[src/rtl/irq_pkg.sv]
package irq_pkg;
    typedef enum logic {
        ST_QUIET  = 1'b0,
        ST_RAISED = 1'b1
    } irq_state_e;
endpackage

[src/rtl/irq_pick.sv]
// Highest-set-bit finder: the upper index wins.
module irq_pick #(
    parameter int N = 8,
    localparam int IW = (N > 1) ? $clog2(N) : 1
) (
    input  logic [N-1:0]  bits_in,
    output logic          any,
    output logic [IW-1:0] top
);
    always_comb begin
        top = '0;
        for (int i = 0; i < N; i++) begin
            if (bits_in[i]) top = IW'(i);
        end
    end
    assign any = |bits_in;
endmodule

[src/rtl/irq_req_bank.sv]
// Pending-request register.
module irq_req_bank #(
    parameter int N = 8
) (
    input  logic         clk,
    input  logic         rst_n,
    input  logic [N-1:0] pulse,
    input  logic [N-1:0] mask,
    input  logic [N-1:0] clr,
    output logic [N-1:0] req_d,
    output logic [N-1:0] req_q
);
    // a pulse beats a same-cycle clear of the same line
    assign req_d = (req_q & ~clr) | (pulse & ~mask);

    always_ff @(posedge clk) begin
        if (!rst_n) req_q <= '0;
        else        req_q <= req_d;
    end
endmodule

[src/rtl/irq_svc_bank.sv]
// In-service register.
module irq_svc_bank #(
    parameter int N = 8
) (
    input  logic         clk,
    input  logic         rst_n,
    input  logic [N-1:0] set_v,
    input  logic [N-1:0] clr,
    output logic [N-1:0] svc_d,
    output logic [N-1:0] svc_q
);
    assign svc_d = (svc_q & ~clr) | set_v;

    always_ff @(posedge clk) begin
        if (!rst_n) svc_q <= '0;
        else        svc_q <= svc_d;
    end
endmodule

[src/rtl/irq_fwd_check.sv]
// Decides whether the top pending line clears every in-service line at or above it.
module irq_fwd_check #(
    parameter int N = 8,
    localparam int IW = (N > 1) ? $clog2(N) : 1
) (
    input  logic [N-1:0] req,
    input  logic [N-1:0] svc,
    output logic         fwd
);
    logic          any;
    logic [IW-1:0] top;
    logic [N-1:0]  upper;

    irq_pick #(.N(N)) u_pick (
        .bits_in (req),
        .any     (any),
        .top     (top)
    );

    for (genvar g = 0; g < N; g++) begin : g_upper
        assign upper[g] = (IW'(g) >= top);
    end

    assign fwd = any && ((svc & upper) == '0);
endmodule

[src/rtl/irq_prio_core.sv]
module irq_prio_core #(
    parameter int N     = 8,
    parameter int VEC_W = 8,
    localparam int IW   = (N > 1) ? $clog2(N) : 1
) (
    input  logic             clk,
    input  logic             rst_n,
    input  logic [N-1:0]     irq_pulse,
    input  logic [N-1:0]     mask,
    input  logic [VEC_W-1:0] vec_base,
    input  logic             auto_eoi,
    input  logic [N-1:0]     cascade_map,
    input  logic             slave_present,
    input  logic             ack,
    input  logic             eoi_valid,
    input  logic             eoi_specific,
    input  logic [IW-1:0]    eoi_line,
    output logic             int_out,
    output logic             vec_valid,
    output logic [VEC_W-1:0] vec_out,
    output logic             vec_from_slave
);
    import irq_pkg::*;

    logic [N-1:0]  req_d, req_q, svc_d, svc_q;
    logic [N-1:0]  ack_clr, ack_set, eoi_clr;
    logic          req_any, svc_any, ack_take, fwd_next;
    logic [IW-1:0] req_top, svc_top, eoi_idx;
    irq_state_e    state, state_nx;

    irq_pick #(.N(N)) u_req_pick (.bits_in(req_q), .any(req_any), .top(req_top));
    irq_pick #(.N(N)) u_svc_pick (.bits_in(svc_q), .any(svc_any), .top(svc_top));

    // acknowledge: retire the top request, optionally mark it in service
    assign ack_take = ack && req_any;
    assign ack_clr  = ack_take ? (N'(1) << req_top) : '0;
    assign ack_set  = (ack_take && !auto_eoi) ? (N'(1) << req_top) : '0;

    // EOI: named line, or top in-service line
    assign eoi_idx  = eoi_specific ? eoi_line : svc_top;
    assign eoi_clr  = (eoi_valid && (eoi_specific || svc_any)) ? (N'(1) << eoi_idx) : '0;

    irq_req_bank #(.N(N)) u_req (
        .clk(clk), .rst_n(rst_n), .pulse(irq_pulse), .mask(mask),
        .clr(ack_clr), .req_d(req_d), .req_q(req_q)
    );

    irq_svc_bank #(.N(N)) u_svc (
        .clk(clk), .rst_n(rst_n), .set_v(ack_set), .clr(eoi_clr),
        .svc_d(svc_d), .svc_q(svc_q)
    );

    irq_fwd_check #(.N(N)) u_fwd (.req(req_d), .svc(svc_d), .fwd(fwd_next));

    // state register
    always_ff @(posedge clk) begin
        if (!rst_n) state <= ST_QUIET;
        else        state <= state_nx;
    end

    // transitions: RAISE, DROP, QUIET_HOLD, RAISED_HOLD
    always_comb begin
        state_nx = state;
        unique case (state)
            ST_QUIET:  if (fwd_next)  state_nx = ST_RAISED;
            ST_RAISED: if (!fwd_next) state_nx = ST_QUIET;
            default:   state_nx = ST_QUIET;
        endcase
    end

    // outputs
    assign int_out = (state == ST_RAISED);

    always_ff @(posedge clk) begin
        if (!rst_n) begin
            vec_valid      <= 1'b0;
            vec_out        <= '0;
            vec_from_slave <= 1'b0;
        end else begin
            vec_valid <= ack;
            if (ack) begin
                if (req_any) begin
                    vec_out        <= {vec_base[VEC_W-1:IW], req_top};
                    vec_from_slave <= cascade_map[req_top] && slave_present;
                end else begin
                    vec_out        <= {vec_base[VEC_W-1:IW], {IW{1'b1}}};
                    vec_from_slave <= 1'b0;
                end
            end
        end
    end
endmodule

[config.mk]
export PLATFORM = sky130hd
export DESIGN_NAME = irq_prio_core
export DESIGN_NICKNAME = d
export VERILOG_FILES = /design/src/rtl/irq_pkg.sv /design/src/rtl/irq_pick.sv /design/src/rtl/irq_req_bank.sv /design/src/rtl/irq_svc_bank.sv /design/src/rtl/irq_fwd_check.sv /design/src/rtl/irq_prio_core.sv
export SDC_FILE = /design/constraint.sdc
export NUM_CORES = 1
export LEC_CHECK = 0
export CELL_PAD_IN_SITES_DETAIL_PLACEMENT = 2
export CELL_PAD_IN_SITES_GLOBAL_PLACEMENT = 2
export CORE_MARGIN = 10
export CORE_UTILIZATION = 29
export CTS_BUF_LIST = sky130_fd_sc_hd__clkbuf_2 sky130_fd_sc_hd__clkbuf_4 sky130_fd_sc_hd__clkbuf_8
export CTS_CLUSTER_DIAMETER = 100
export CTS_CLUSTER_SIZE = 16
export DETAILED_ROUTE_END_ITERATION = 12
export PLACE_DENSITY = 0.95
export SLEW_MARGIN = 0
export SYNTH_ARGS = -nofsm -noshare
export SYNTH_HDL_FRONTEND = slang
export SYNTH_SLANG_ARGS = --single-unit
[constraint.sdc]
create_clock -name clk -period 5.2 [get_ports clk]
set_clock_uncertainty 0.1 [all_clocks]
set_input_delay 0.52 -clock clk [delete_from_list [all_inputs] [get_ports clk]]
set_output_delay 0.52 -clock clk [all_outputs]
set_load 0.01 [all_outputs]
==> results.tsv, run 1 <==
metric	value	unit
clock.fmax	327	MHz
clkTransAtPathRegs	0.10	ns
p_leak	0.000802	µW
cts_sinks	27	
fin_cells	302	
slew_headroom	48.5	%
yosysSeqAreaShare	34.1	%
async_reset_ff_share	0	%
port_buffers	49	
start_util	30.5	%
diodes	0	
crit_path_start_kind	input pin	
critical-path-slowest-cell	clkdlybuf4s50_1	
vdd_ir_drop_max	0.0000961	V
area_growth_syn_to_layout	37.6	%
gp_congestion	0.829	
layout.nets	275	
r2r_cells	7	
num_vias	1622	
syn-cell-area	1590	µm²
ys.warnings.count	0	
multi_input_area	981	µm²
drc	0	
total_power	505	µW
drtPass1Iterations	5	
dp_hpwl	4.59	mm
grt_pass1_wl	9.67	mm
grt_pass1_vias	1893	
ctsHtreeMaxLevel	1	
fillers	623	
dp.cells	298	
worst_pin_slew	0.766	ns
finalHoldViolCount	0	
crit_end	int_out	
worst_setup_path_end_kind	flip-flop	
gr-total-overflow	0	
numCtsBuffers	3	
crit_path_cell_trace	clkdlybuf4s50_1 > or3b_2 > o21ai_0 > o21ai_0 > o311ai_1 > o31ai_1 > o21ai_1 > a211oi_2	
slowest_delay	0.94	ns
grt_max_degree	29	
grt_setup_unrepaired	false	
path_class	in -> reg	
synth_nets	229	
finalSetupViolations	0	
crit_arrival	3.12	ns
critPathMostFrequentCell	o21ai_0	
post-route-period-util	58.9	%
clk_latency	0.28	ns
viasPerCell	5.37	
p_per_area	231	nW/µm²
critPathRequiredTime	5.26	ns
hold_class	reg -> reg	
cts_tree	yes	
ys_seq_elements	27	
cts_setup_buffers	0	
grt_usage	13.4	%
fin_setup_tns	0	ns
r2r-start	u_req.req_q[4]	
finalMaxSlewViolations	0	
synth_edf_count	0	
synth_cell_types	55	
yosys_most_used_dff	dfxtp_1	
avgSynthCellArea	8.48	µm²
clock_path_buffers	2	
antenna_found_initial	0	
critPathMaxFanout	18	
cts_resized	0	
maxCapViolCount	0	
reg2reg_to	int_out	
core-area	5200	µm²
die-area	8820	µm²
chipWidth	93.9	µm
path_buf_inv	1	
seqCellArea	541	µm²
drtIter0Drc	87	
timing.final.crit_period	3.06	ns
ios	53	
cp_num_cells	8	
die_height	93.9	µm
outcome	finished clean	
critPathTopFamily	compound AO/OA/AOI/OAI gates	
wire_per_inst	19.5	µm
r2r_slack	2.81	ns
cts_root_buffer	clkbuf_8	
rows	26	
routed_wl	5.88	mm
ant_nets	0	
hold_buffers	0	
startpoint	ack	
netlist_instances	187	
drive_gt1_share	8.62	%
utilization	41.9	%
==> power breakdown <==
group	switching (µW)	internal [µW]
registers	14.1	219
logic	69.8	75.0
clock network	72.3	54.5
==> placed cells by master (no fill, tap or decap), drive strengths merged, types with 3 or more instances in the layout <==
cell type	n
and2	3
clkbuf	3
or2b	3
clkdlybuf4s50	49
a21boi	3
nor2b	22
o211ai	3
mux2i	8
dfxtp	27
nand2b	5
o21a	3
inv	7
a21oi	12
nand3	7
nor2	10
o31ai	3
o21ai	12
nand2	10
nor3	4
==> worst register-to-register path, cell delays in order, from the launching register on <==
cell and delay (ns):
dfxtp_1 0.53, nor3b_1 0.12, or3_1 0.50, o31a_2 0.35, o311ai_1 0.36, o31ai_1 0.10
o21ai_1 0.12, a211oi_2 0.09
==> synth_stat cells, drive strengths merged (3+ instances only) <==
cell    number  area share [%]
a21boi       3             1.4
a21oi       12             3.8
and2         3             1.2
buf          4             1.2
clkbuf       5             1.2
dfxtp       27              34
inv          7             1.7
mux2i        8             5.1
nand2       10             2.4
nand2b       5             2.0
nand3        7             2.5
nor2        10             2.4
nor2b       22             8.7
nor3         4             1.3
o211ai       3             1.4
o21a         3             1.4
o21ai       12             3.8
o31ai        3             1.4
or2b         3             1.5
==> layout make-up <==
class / count / area share (%)
Clock buffer: 3 / 1.89
Clock inverter: 1 / 0.344
Tap cell: 70 / 4.01
Inverter: 7 / 1.20
Timing Repair Buffer: 50 / 22.8
Multi-Input combinational cell: 144 / 45.0
Sequential cell: 27 / 24.8
==> metrics by stage <==
step / hold slack (ns) / setup WS, ns / cell area, µm²
finish: 0.429 / 2.14 / 2180
floorplan: 0.370 / 2.91 / 1590
global placement: 0.363 / 1.86 / 2130
global route: 0.467 / 1.94 / 2180
CTS: 0.436 / 2.11 / 2180
detailed placement: 0.410 / 1.82 / 2130
==> cell families after synthesis <==
group                  count (synthesis)  share of synthesized area [%]
multiplexers                           9                           5.76
AO/OA/AOI/OAI                         54                           24.2
buffers and inverters                 16                           4.03
AND/OR/NAND/NOR                       81                           31.9
flip-flops                            27                           34.1
==> sequential cells by signal, indices dropped and copies added, names as in the netlist <==
name            flops
u_req.req_q         8
u_svc.svc_q         8
vec_out             8
int_out             1
vec_from_slave      1
vec_valid           1
==> worst min-delay path by stage <==
stage,start,end,cells after the start
after detailed placement,vec_out[2],vec_out[2],1
after CTS,vec_out[2],vec_out[2],1
after global routing,vec_out[2],vec_out[2],1
after global placement,vec_out[2],vec_out[2],1
final,vec_out[2],vec_out[2],1
after floorplan,u_svc.svc_q[0],u_svc.svc_q[0],2
==> per-layer routing <==
| layer | up-vias | share of wire, % | global-route usage [%] |
|---|---|---|---|
| met5 | - | 0 | 0 |
| met4 | 0 | 1.6 | 3.67 |
| met3 | 7 | 4.2 | 2.96 |
| met2 | 36 | 54 | 25.3 |
| met1 | 810 | 40 | 14.6 |
| li1 | 769 | - | - |
Power figures use the tool's default switching activity.
==> run 2: changes to the inputs <==
--- a/config.mk
+++ b/config.mk
@@ -8,12 +8,12 @@
 export CELL_PAD_IN_SITES_DETAIL_PLACEMENT = 2
 export CELL_PAD_IN_SITES_GLOBAL_PLACEMENT = 2
 export CORE_MARGIN = 10
-export CORE_UTILIZATION = 29
+export CORE_UTILIZATION = 27
 export CTS_BUF_LIST = sky130_fd_sc_hd__clkbuf_2 sky130_fd_sc_hd__clkbuf_4 sky130_fd_sc_hd__clkbuf_8
 export CTS_CLUSTER_DIAMETER = 100
 export CTS_CLUSTER_SIZE = 16
 export DETAILED_ROUTE_END_ITERATION = 12
-export PLACE_DENSITY = 0.95
+export PLACE_DENSITY = 0.91
 export SLEW_MARGIN = 0
 export SYNTH_ARGS = -nofsm -noshare
 export SYNTH_HDL_FRONTEND = slang
==> constraint.sdc (replaced) <==
create_clock -name clk -period 3 [get_ports clk]
set_clock_uncertainty 0.1 [all_clocks]
set_input_delay 0.3 -clock clk [delete_from_list [all_inputs] [get_ports clk]]
set_output_delay 0.3 -clock clk [all_outputs]
set_load 0.01 [all_outputs]
==> run 2 against run 1 <==
Net effect:
- cell count increased by 2.0%
- worst hold slack worse by 0.037 ns
- sequential cell count is the same
- setup slack got worse by 1.5 ns
- global-route usage is 2.0 points lower
- power is 73% higher
- combinational power up 77%
- core utilization is 2.5 points lower
- largest cell class unchanged
- largest power group unchanged
==> results.tsv, run 2 (same netlist as run 1, synthesis figures left out) <==
metric	value	unit
start_util	28.3	%
rows	27	
clock.fmax	418	MHz
finalMaxSlewViolations	0	
chipWidth	96.6	µm
path_class	reg -> reg	
mostFrequentLayoutCells	clkdlybuf4s50_1, dfxtp_1, nor2b_1	
viasPerCell	5.30	
ctsHtreeMaxLevel	1	
fillers	651	
finalSetupViolations	0	
num_vias	1631	
p_leak	0.000825	µW
cts_tree	yes	
ios	53	
cts_root_buffer	clkbuf_8	
outcome	finished clean	
drtPass1Iterations	4	
clock_path_buffers	2	
p_per_area	394	nW/µm²
layout.nets	279	
gr-total-overflow	0	
timing.final.crit_period	2.39	ns
port_buffers	49	
fin_setup_tns	0	ns
top_regs	u_req.req_q x8, u_svc.svc_q x8, vec_out x8	
layout_commonest_cell	clkdlybuf4s50_1	
ant_nets	0	
die_height	96.6	µm
grt_setup_unrepaired	false	
antenna_found_initial	0	
gp_congestion	0.793	
hold_buffers	0	
drc	0	
fin_cells	308	
area_growth_syn_to_layout	39.5	%
crit_path_start_kind	flip-flop	
drive_gt1_share	10.2	%
worst_setup_path_end_kind	flip-flop	
critPathMaxFanout	5	
grt_pass1_wl	9.29	mm
drtIter0Drc	135	
slew_headroom	54.3	%
cts_sinks	27	
die-area	9340	µm²
crit_arrival	2.45	ns
finalHoldViolCount	0	
clkTransAtPathRegs	0.10	ns
routed_wl	5.64	mm
hold_ws	0.392	ns
worst_pin_slew	0.680	ns
hold_path_depth	1	
dp_hpwl	4.67	mm
diodes	0	
dp.cells	304	
r2r_cells	7	
numCtsBuffers	3	
grt_pass1_vias	1791	
critPathRequiredTime	3.06	ns
core-area	5610	µm²
cts_resized	0	
wire_per_inst	18.3	µm
vdd_ir_drop_max	0.000168	V
cts_setup_buffers	0	
grt_max_degree	17	
grt_usage	11.4	%
clk_latency	0.28	ns
post-route-period-util	79.8	%
hold_class	reg -> reg	
maxCapViolCount	0	
[run 2: changes by cell type in the layout (fill, tap and decap cells not counted), sizes merged]
cell	change
buf	+4
clkinvlp	-1
clkinv	+1
[run 2: path summary, 6_finish.rpt]
path              slack, ns      startpoint         end
setup / recovery       0.61  u_svc.svc_q[7]     int_out
hold / removal         0.39      vec_out[2]  vec_out[2]
setup reg to reg       0.61  u_svc.svc_q[7]     int_out
hold reg to reg        0.39      vec_out[2]  vec_out[2]
[run 2: cell type report]
class	count	area (µm²)	share of cell area (%)
Multi-Input combinational cell	144	981	44.3
Tap cell	72	90.1	4.07
Clock inverter	1	5.00	0.226
Sequential cell	27	541	24.4
Timing Repair Buffer	54	528	23.9
Clock buffer	3	41.3	1.87
Inverter	7	26.3	1.19
[run 2: where the power goes]
part	switching (µW)	internal (µW)	leakage [µW]	total [µW]
Clock	118	93.2	0.0000255	212
Sequential	23.1	380	0.000222	403
Combinational	122	135	0.000577	257
[run 2: through the flow]
stage | setup WS, ns | power (µW) | area [µm²] | utilization [%]
after global routing | 0.474 | 923 | 2210 | 39.4
after floorplan | 0.882 | 541 | 1590 | -
final | 0.606 | 872 | 2210 | 39.4
after detailed placement | 0.327 | 667 | 2170 | 38.6
after CTS | 0.612 | 881 | 2210 | 39.4
after global placement | 0.352 | 655 | 2170 | 38.6
[run 2: worst max-delay path: stages, from the launching register on]
cell	delay (ns)
dfxtp_1	0.39
or4_2	0.68
o211ai_1	0.30
a21oi_1	0.12
a21oi_1	0.27
a21oi_1	0.11
o211ai_1	0.25
a211oi_2	0.07
[run 2: metal layers]
| metal | up-vias | GRT usage [%] | part of all wire (%) |
|---|---|---|---|
| li1 | 775 | - | - |
| met1 | 811 | 13.1 | 41 |
| met2 | 37 | 21.2 | 54 |
| met3 | 8 | 2.06 | 3.4 |
| met4 | 0 | 2.37 | 1.2 |
| met5 | - | 0 | 0 |
==> run 3: changes to the inputs <==
==> constraint.sdc (replaced) <==
create_clock -name clk -period 2.3 [get_ports clk]
set_clock_uncertainty 0.1 [all_clocks]
set_input_delay 0.23 -clock clk [delete_from_list [all_inputs] [get_ports clk]]
set_output_delay 0.23 -clock clk [all_outputs]
set_load 0.01 [all_outputs]
==> run 3 against run 2 <==
Net effect:
- routed wire length up 22%
- clock power increased by 41%
- worst hold slack better by 0.024 ns
- power rose by 41%
- critical path depth is the same
- via count grew 7.0%
- count of clock-buffer cells in the layout increased by 1
- combinational power grew 59%
- design area grew 9.7%
==> results.tsv, run 3 (same netlist as run 1, synthesis figures left out) <==
metric	value	unit
fin_cells	332	
hold_buffers	0	
cts_tree	yes	
crit_end	int_out	
wire_per_inst	20.7	µm
chipWidth	96.6	µm
critPathTopFamily	simple AND/OR/NAND/NOR gates	
top_regs	u_req.req_q x8, u_svc.svc_q x8, vec_out x8	
diodes	0	
r2r_cells	7	
grt_usage	13.8	%
ctsHtreeMaxLevel	1	
gr-total-overflow	0	
ant_nets	0	
layout.nets	303	
die-area	9340	µm²
hold_class	reg -> reg	
path_buf_inv	0	
numCtsBuffers	3	
start_util	28.3	%
crit_arrival	2.37	ns
die_height	96.6	µm
finalMaxSlewViolations	0	
core-area	5610	µm²
antenna_found_initial	0	
grt_pass1_wl	10.9	mm
grt_setup_unrepaired	true	
drtPass1Iterations	4	
p_leak	0.000945	µW
num_vias	1745	
mostFrequentLayoutCells	clkdlybuf4s50_1, buf_4, dfxtp_1	
timing.final.crit_period	2.26	ns
critPathMaxFanout	5	
cp_num_cells	7	
r2r-start	u_svc.svc_q[4]	
fillers	655	
cts_sinks	27	
critPathRequiredTime	2.41	ns
fin_setup_tns	0	ns
drtIter0Drc	41	
finalHoldViolCount	0	
gp_congestion	0.851	
crit_path_cell_trace	or4b_4 > o32ai_4 > nand3_2 > o211ai_1 > and4_2 > o211ai_1 > a211oi_2	
viasPerCell	5.26	
grt_pass1_vias	2064	
utilization	43.3	%
path_class	reg -> reg	
clock_path_buffers	2	
slew_headroom	62.4	%
clkTransAtPathRegs	0.10	ns
maxCapViolCount	0	
dp.cells	327	
outcome	finished clean	
slowest_delay	0.55	ns
clock.fmax	443	MHz
r2r_slack	0.04	ns
drive_gt1_share	21.5	%
dp_hpwl	5.26	mm
layout_commonest_cell	clkdlybuf4s50_1	
startpoint	u_svc.svc_q[4]	
cts_root_buffer	clkbuf_8	
area_growth_syn_to_layout	53.1	%
worst_pin_slew	0.557	ns
clk_latency	0.28	ns
port_buffers	49	
critical-path-slowest-cell	or4b_4	
post-route-period-util	98.3	%
critPathMostFrequentCell	o211ai_1	
rows	27	
ios	53	
vdd_ir_drop_max	0.000219	V
worst_setup_path_end_kind	flip-flop	
routed_wl	6.89	mm
grt_max_degree	17	
crit_path_start_kind	flip-flop	
drc	0	
p_per_area	505	nW/µm²
finalSetupViolations	0	
reg2reg_to	int_out	
-- run 3: cell types whose count changed in the layout (fill, tap and decap cells not counted), sizes merged --
cell	change
clkbuf	+1
buf	+24
clkinv	-1
-- run 3: layer usage --
layer	track usage [%]	wire length (µm)	up-vias	share of wire (%)
met5	0	0	-	0
met4	4.17	116	0	1.7
met3	2.70	285	11	4.1
met2	26.3	3740	44	54
met1	14.7	2740	869	40
li1	-	-	821	-
-- run 3: final cells by class --
class	count	area, µm²	share of cell area, %
Inverter	7	26.3	1.08
Multi-Input combinational cell	144	1010	41.6
Clock buffer	4	48.8	2.01
Tap cell	72	90.1	3.71
Timing Repair Buffer	78	708	29.2
Sequential cell	27	543	22.4
-- run 3: through the flow --
stage / hold WS (ns) / area (µm²) / setup WS, ns / total power, µW
after floorplan: 0.281 / 1590 / 0.182 / 706
after global placement: 0.366 / 2340 / -0.183 / 893
after detailed placement: 0.387 / 2340 / -0.266 / 916
after CTS: 0.414 / 2390 / 0.0152 / 1220
after global routing: 0.454 / 2430 / -0.0359 / 1280
final: 0.416 / 2430 / 0.0402 / 1230
-- run 3: worst min path at each step --
| stage | slack [ns] | startpoint | endpoint | depth (start not counted) |
|---|---|---|---|---|
| floorplan | 0.28 | slave_present | vec_from_slave | 2 |
| global placement | 0.37 | vec_from_slave | vec_from_slave | 2 |
| detailed placement | 0.39 | vec_from_slave | vec_from_slave | 2 |
| CTS | 0.41 | vec_from_slave | vec_from_slave | 2 |
| global route | 0.45 | vec_out[2] | vec_out[2] | 1 |
| finish | 0.42 | vec_from_slave | vec_from_slave | 2 |
-- run 3: power by group --
part | internal [µW] | switching, µW | total, µW
logic | 214 | 195 | 409
registers | 496 | 23.0 | 518
clock network | 137 | 162 | 298
total | 846 | 379 | 1230
-- run 3: what timing repair did --
| item | CTS | global route |
|---|---|---|
| pin swaps | 0 | 5 |
| endpoints found under the hold margin | 0 | 0 |
| resized for setup | 2 | 8 |
| endpoints found under the setup margin | 1 | 2 |
| setup buffers | 0 | 1 |
-- run 3: worst reg2reg max path: cells and delay by family, from the launching register on --
| family | cells | cell delay, ns |
|---|---|---|
| and+or+nand+nor | 3 | 0.93 |
| DFF | 1 | 0.36 |
| AOI/OAI and AO/OA | 4 | 0.79 |
